File: src/rtl/irqsc_pkg.sv
package irqsc_pkg;
  localparam int unsigned SRC_N   = 12;
  localparam int unsigned CAUSE_N = 13;

  localparam int unsigned BIT_RX_FULL  = 2;
  localparam int unsigned BIT_TX_EMPTY = 4;
  localparam int unsigned BIT_TX_ABORT = 6;

  localparam logic [SRC_N-1:0]   LEVEL_SET  = 12'h014;
  localparam logic [SRC_N-1:0]   MASK_RESET = 12'h254;
  localparam logic [CAUSE_N-1:0] CAUSE_USED = 13'h1EBF;

  localparam int unsigned ADDR_RAW      = 0;
  localparam int unsigned ADDR_MASK     = 1;
  localparam int unsigned ADDR_MASKED   = 2;
  localparam int unsigned ADDR_CAUSE    = 3;
  localparam int unsigned ADDR_CLR_ALL  = 4;
  localparam int unsigned ADDR_CLR_BASE = 16;
endpackage

File: src/rtl/irqsc_cell.sv
module irqsc_cell #(
  parameter bit IS_LEVEL = 1'b0
) (
  input  logic clk,
  input  logic rst_n,
  input  logic evt,
  input  logic clr,
  output logic q
);
  logic d;

  generate
    if (IS_LEVEL) begin : g_level
      always_comb d = evt;
    end else begin : g_sticky
      always_comb d = evt | (q & ~clr);
    end
  endgenerate

  always_ff @(posedge clk or negedge rst_n) begin
    if (!rst_n) q <= 1'b0;
    else        q <= d;
  end
endmodule

File: src/rtl/irqsc_cause.sv
module irqsc_cause #(
  parameter int unsigned W = 13,
  parameter logic [W-1:0] USED = '1
) (
  input  logic         clk,
  input  logic         rst_n,
  input  logic [W-1:0] cause_in,
  input  logic         clr,
  output logic [W-1:0] q
);
  logic [W-1:0] d;
  logic         upd;

  always_comb begin
    upd = clr | (|(cause_in & USED));
    d   = (cause_in & USED) | (q & ~{W{clr}});
  end

  always_ff @(posedge clk or negedge rst_n) begin
    if (!rst_n)   q <= '0;
    else if (upd) q <= d;
  end
endmodule

File: src/rtl/irqsc_regif.sv
module irqsc_regif
  import irqsc_pkg::*;
#(
  parameter int unsigned AW    = 6,
  parameter int unsigned DW    = 32,
  parameter int unsigned NS    = SRC_N,
  parameter int unsigned NC    = CAUSE_N,
  parameter logic [NS-1:0] MRST = MASK_RESET
) (
  input  logic          clk,
  input  logic          rst_n,
  input  logic          rd_en,
  input  logic          wr_en,
  input  logic [AW-1:0] addr,
  input  logic [NS-1:0] wr_data,
  input  logic [NS-1:0] raw,
  input  logic [NC-1:0] cause,
  output logic [DW-1:0] rd_data,
  output logic [NS-1:0] mask,
  output logic [NS-1:0] clr_vec,
  output logic          clr_cause
);
  logic          mask_we;
  logic [NS-1:0] mask_d;
  logic          hit_all;

  always_comb begin
    mask_we = wr_en && (addr == AW'(ADDR_MASK));
    mask_d  = wr_data;
    hit_all = rd_en && (addr == AW'(ADDR_CLR_ALL));
  end

  always_ff @(posedge clk or negedge rst_n) begin
    if (!rst_n)       mask <= MRST;
    else if (mask_we) mask <= mask_d;
  end

  genvar gi;
  generate
    for (gi = 0; gi < NS; gi++) begin : g_clr
      always_comb
        clr_vec[gi] = hit_all || (rd_en && (addr == AW'(ADDR_CLR_BASE + gi)));
    end
  endgenerate

  always_comb clr_cause = clr_vec[BIT_TX_ABORT];

  always_comb begin
    rd_data = '0;
    if (addr == AW'(ADDR_RAW))          rd_data = DW'(raw);
    else if (addr == AW'(ADDR_MASK))    rd_data = DW'(mask);
    else if (addr == AW'(ADDR_MASKED))  rd_data = DW'(raw & mask);
    else if (addr == AW'(ADDR_CAUSE))   rd_data = DW'(cause);
    else if (addr == AW'(ADDR_CLR_ALL)) rd_data = DW'(raw);
    else begin
      for (int i = 0; i < NS; i++)
        if (addr == AW'(ADDR_CLR_BASE + i)) rd_data = DW'(raw[i]);
    end
  end
endmodule

File: src/rtl/irq_status_clear.sv
module irq_status_clear
  import irqsc_pkg::*;
#(
  parameter int unsigned AW = 6,
  parameter int unsigned DW = 32,
  parameter int unsigned NS = SRC_N,
  parameter int unsigned NC = CAUSE_N,
  parameter logic [NS-1:0] LEVELS = LEVEL_SET,
  parameter logic [NS-1:0] MRST   = MASK_RESET,
  parameter logic [NC-1:0] CUSED  = CAUSE_USED
) (
  input  logic          clk,
  input  logic          rst_n,
  input  logic [NS-1:0] src_in,
  input  logic [NC-1:0] cause_in,
  input  logic          rd_en,
  input  logic          wr_en,
  input  logic [AW-1:0] addr,
  input  logic [NS-1:0] wr_data,
  output logic [DW-1:0] rd_data,
  output logic          irq
);
  logic [NS-1:0] raw_q;
  logic [NS-1:0] mask_q;
  logic [NS-1:0] clr_vec;
  logic          clr_cause;
  logic [NC-1:0] cause_q;
  logic [NS-1:0] masked;

  genvar gi;
  generate
    for (gi = 0; gi < NS; gi++) begin : g_src
      irqsc_cell #(.IS_LEVEL(LEVELS[gi])) u_cell (
        .clk  (clk),
        .rst_n(rst_n),
        .evt  (src_in[gi]),
        .clr  (clr_vec[gi]),
        .q    (raw_q[gi])
      );
    end
  endgenerate

  irqsc_cause #(.W(NC), .USED(CUSED)) u_cause (
    .clk     (clk),
    .rst_n   (rst_n),
    .cause_in(cause_in),
    .clr     (clr_cause),
    .q       (cause_q)
  );

  irqsc_regif #(.AW(AW), .DW(DW), .NS(NS), .NC(NC), .MRST(MRST)) u_regif (
    .clk      (clk),
    .rst_n    (rst_n),
    .rd_en    (rd_en),
    .wr_en    (wr_en),
    .addr     (addr),
    .wr_data  (wr_data),
    .raw      (raw_q),
    .cause    (cause_q),
    .rd_data  (rd_data),
    .mask     (mask_q),
    .clr_vec  (clr_vec),
    .clr_cause(clr_cause)
  );

  always_comb begin
    masked = raw_q & mask_q;
    irq    = |masked;
  end
endmodule

File: config.mk
export PLATFORM = sky130hd
export DESIGN_NAME = irq_status_clear
export DESIGN_NICKNAME = d
export VERILOG_FILES = /design/src/rtl/irqsc_pkg.sv /design/src/rtl/irqsc_cell.sv /design/src/rtl/irqsc_cause.sv /design/src/rtl/irqsc_regif.sv /design/src/rtl/irq_status_clear.sv
export SDC_FILE = /design/constraint.sdc
export NUM_CORES = 1
export LEC_CHECK = 0
export BUFFER_PORTS_ARGS = -buffer_cell sky130_fd_sc_hd__clkbuf_2
export CORE_MARGIN = 2
export CORE_UTILIZATION = 54
export CTS_CLUSTER_SIZE = 10
export DETAILED_ROUTE_END_ITERATION = 10
export MAX_ROUTING_LAYER = met4
export PLACE_DENSITY = 0.9
export SLEW_MARGIN = 25
export SYNTH_ARGS = -nofsm -noshare
export SYNTH_HDL_FRONTEND = slang
export SYNTH_HIERARCHICAL = 1
export SYNTH_SLANG_ARGS = --single-unit
File: constraint.sdc
create_clock -name clk -period 2.5 [get_ports clk]
set_clock_uncertainty 0.05 [all_clocks]
set_input_delay 0.25 -clock clk [delete_from_list [all_inputs] [get_ports clk]]
set_output_delay 0.25 -clock clk [all_outputs]
set_load 0.01 [all_outputs]
==> summary.txt <==
Timing
  • Count of final setup violators: 0
  • Tmin final: 2231 ps
  • Final setup TNS: 0 ps
  • Unrepaired setup endpoints after global routing: false
  • Maximum clock frequency: 0.4481 GHz
  • Hold Violations, Final: 0
  • Final period utilization: 89.26%
  • Slew HR: 39.87%
  • Slew Viols, Final: 0
  • Tightest Pin Transition: 902.0 ps

Synthesis
  • Mapped Avg Cell Area: 9.581 um2
  • Cells after Synth: 245
  • Synth warn: 6
  • Mapped Area: 2347 um2

CTS
  • Clock-pin slew on the worst setup and hold paths: 70 ps
  • Buffer depth of the longest clock path: 2
  • Post-CTS resize count: 0
  • Clk Latency, worst-skew pair: 290 ps
  • Root Buffer: clkbuf_8
  • Clk sinks: 37
  • TritonCTS Buffers: 5
  • TritonCTS clock tree: yes
  • H-tree Lvls: 2

Cells and area
  • Area delta synth->final: 14.34%
  • Filler Cells Inserted: 336
  • Non-filler cells, final: 350
  • Layout cells sized above 1: 33.00%
  • Footprint of the multi-input gates: 1165 um2
  • Diodes inserted: 0
  • Seq. cell area: 930.9 um2
  • Fin nets: 346

Worst setup path
  • Slack of the worst reg-to-reg path: 1640 ps
  • Reg2reg end: u_regif/mask[0]
  • Critical Path Source: g_src[3].u_cell/q
  • Data required, critical path: 2200 ps
  • Slowest CP cell: mux4_2
  • CP bufs+invs: 1
  • Worst flop-to-flop path startpoint: u_regif/mask[0]
  • CP top delay family: multiplexers
  • Slowest stage delay, CP: 490 ps
  • Crit path kind: flip-flop to output port
  • Crit Path Max Fanout: 5
  • R2R cell count: 1
  • Type of origin of the critical path: flip-flop
  • WP depth: 5
  • Worst-path cell chain: mux4_2 -> and4b_1 -> a211oi_1 -> o22ai_1 -> clkbuf_2
  • Worst setup EP type: output port
  • Critical path data arrival time: 1930 ps

Routing
  • DR iter-0 viols: 144
  • Router iterations before antenna repair: 5
  • Final wirelength: 5453 um
  • DR DRC count: 0
  • Vias/cell: 5.646
  • Via Count: 1976
  • Routed WL per cell: 15.58 um
  • Post-detailed-route count of antenna-violating nets: 0

Die
  • Die area: 4890 um2
  • Die height: 69.93 um
  • FP Rows: 23
  • Initial Util: 57.44%
  • IO Pins: 80
  • Die width: 69.93 um
  • Core Footprint: 4086 um2

GRT
  • Overflow left after global routing: 0
  • Initial antenna violation count: 0
  • Total GRT Usage: 23.76%
  • Vias in the first global route: 1873
  • Global-route wire length before repair: 9018 um
  • Largest net degree at the start of global routing: 38

Pwr
  • Total leakage power: 1.186 nW
  • Peak VDD IR: 375.8 uV
  • Power Dens Cells: 509.9 nW/um2

Place
  • Placed cells: 341
  • Port bufs: 58
  • Placer Congestion: 0.8704
  • DP Wirelength: 3929 um

Flow run
  • Max cap viols: 0

Worst hold path
  • HP Class: primary input to asynchronous set/reset pin

Outcome
  • Outcome: finished clean
==> registers in the layout, indices dropped and copies added, names as in the netlist <==
| signal | count |
|---|---|
| g_src.u_cell/q | 12 |
| u_cause/q | 13 |
| u_regif/mask | 12 |
==> timing repair <==
item,4_1_cts,5_1_grt
buffers inserted,0,0
hold endpoints to repair,0,1
hold buffers,0,1
==> worst max-delay path by stage <==
| stage | slack (ps) | end |
|---|---|---|
| floorplan | 640 | rd_data[10] |
| global placement | 380 | u_regif/mask[11] |
| detailed placement | 340 | u_regif/mask[8] |
| CTS | 280 | rd_data[0] |
| global route | 210 | rd_data[9] |
| finish | 270 | rd_data[0] |
==> cell usage in the layout, fill, tap and decap left out, types with 4 or more instances in the layout <==
cell type,instances
nor3_1,6
nand2b_1,4
nor2b_1,5
mux2_4,10
a211oi_1,4
clkbuf_2,58
a21oi_1,14
dfstp_2,4
o21ai_0,12
dfrtp_1,33
buf_4,5
a22oi_1,11
a21o_1,20
conb_1,19
clkbuf_8,7
nand2_1,5
inv_1,22
nor2_1,14
==> routing by layer <==
layer	GRT usage, %	up-vias	part of all wire, %
li1	-	925	-
met3	6.638	6	8.9
met1	30.62	937	42
met2	36.83	108	48
met4	7.051	0	1.1
met5	-	-	0
==> through the flow <==
stage | utilization [%] | hold WS, ps | cell area [um2] | worst slack, ps | power, mW
3_3_place_gp | 62.95 | 308.2 | 2572 | 384.6 | 0.9042
4_1_cts | 65.43 | 1.131 | 2674 | 284.2 | 1.373
3_5_place_dp | 62.95 | 310.0 | 2572 | 344.8 | 0.9140
6_report | 65.68 | 16.63 | 2684 | 268.5 | 1.368
2_1_floorplan | - | -95.59 | 2415 | 639.8 | 0.8486
5_1_grt | 65.68 | 10.40 | 2684 | 208.4 | 1.428
==> where the power goes <==
group / internal, mW / switching [mW]
sequential: 0.637 / 0.0351
combinational: 0.117 / 0.117
clock: 0.249 / 0.213
==> area by class of cell <==
cell class	instances	area share, %
multi-input cells	168	43.40
flip-flops and latches	37	34.69
repair buffers	64	12.59
clock buffers	7	3.590
inverters	23	3.217
well taps	50	2.331
clock inverters	1	0.1865
No activity file was read; power rests on OpenSTA's default activity.
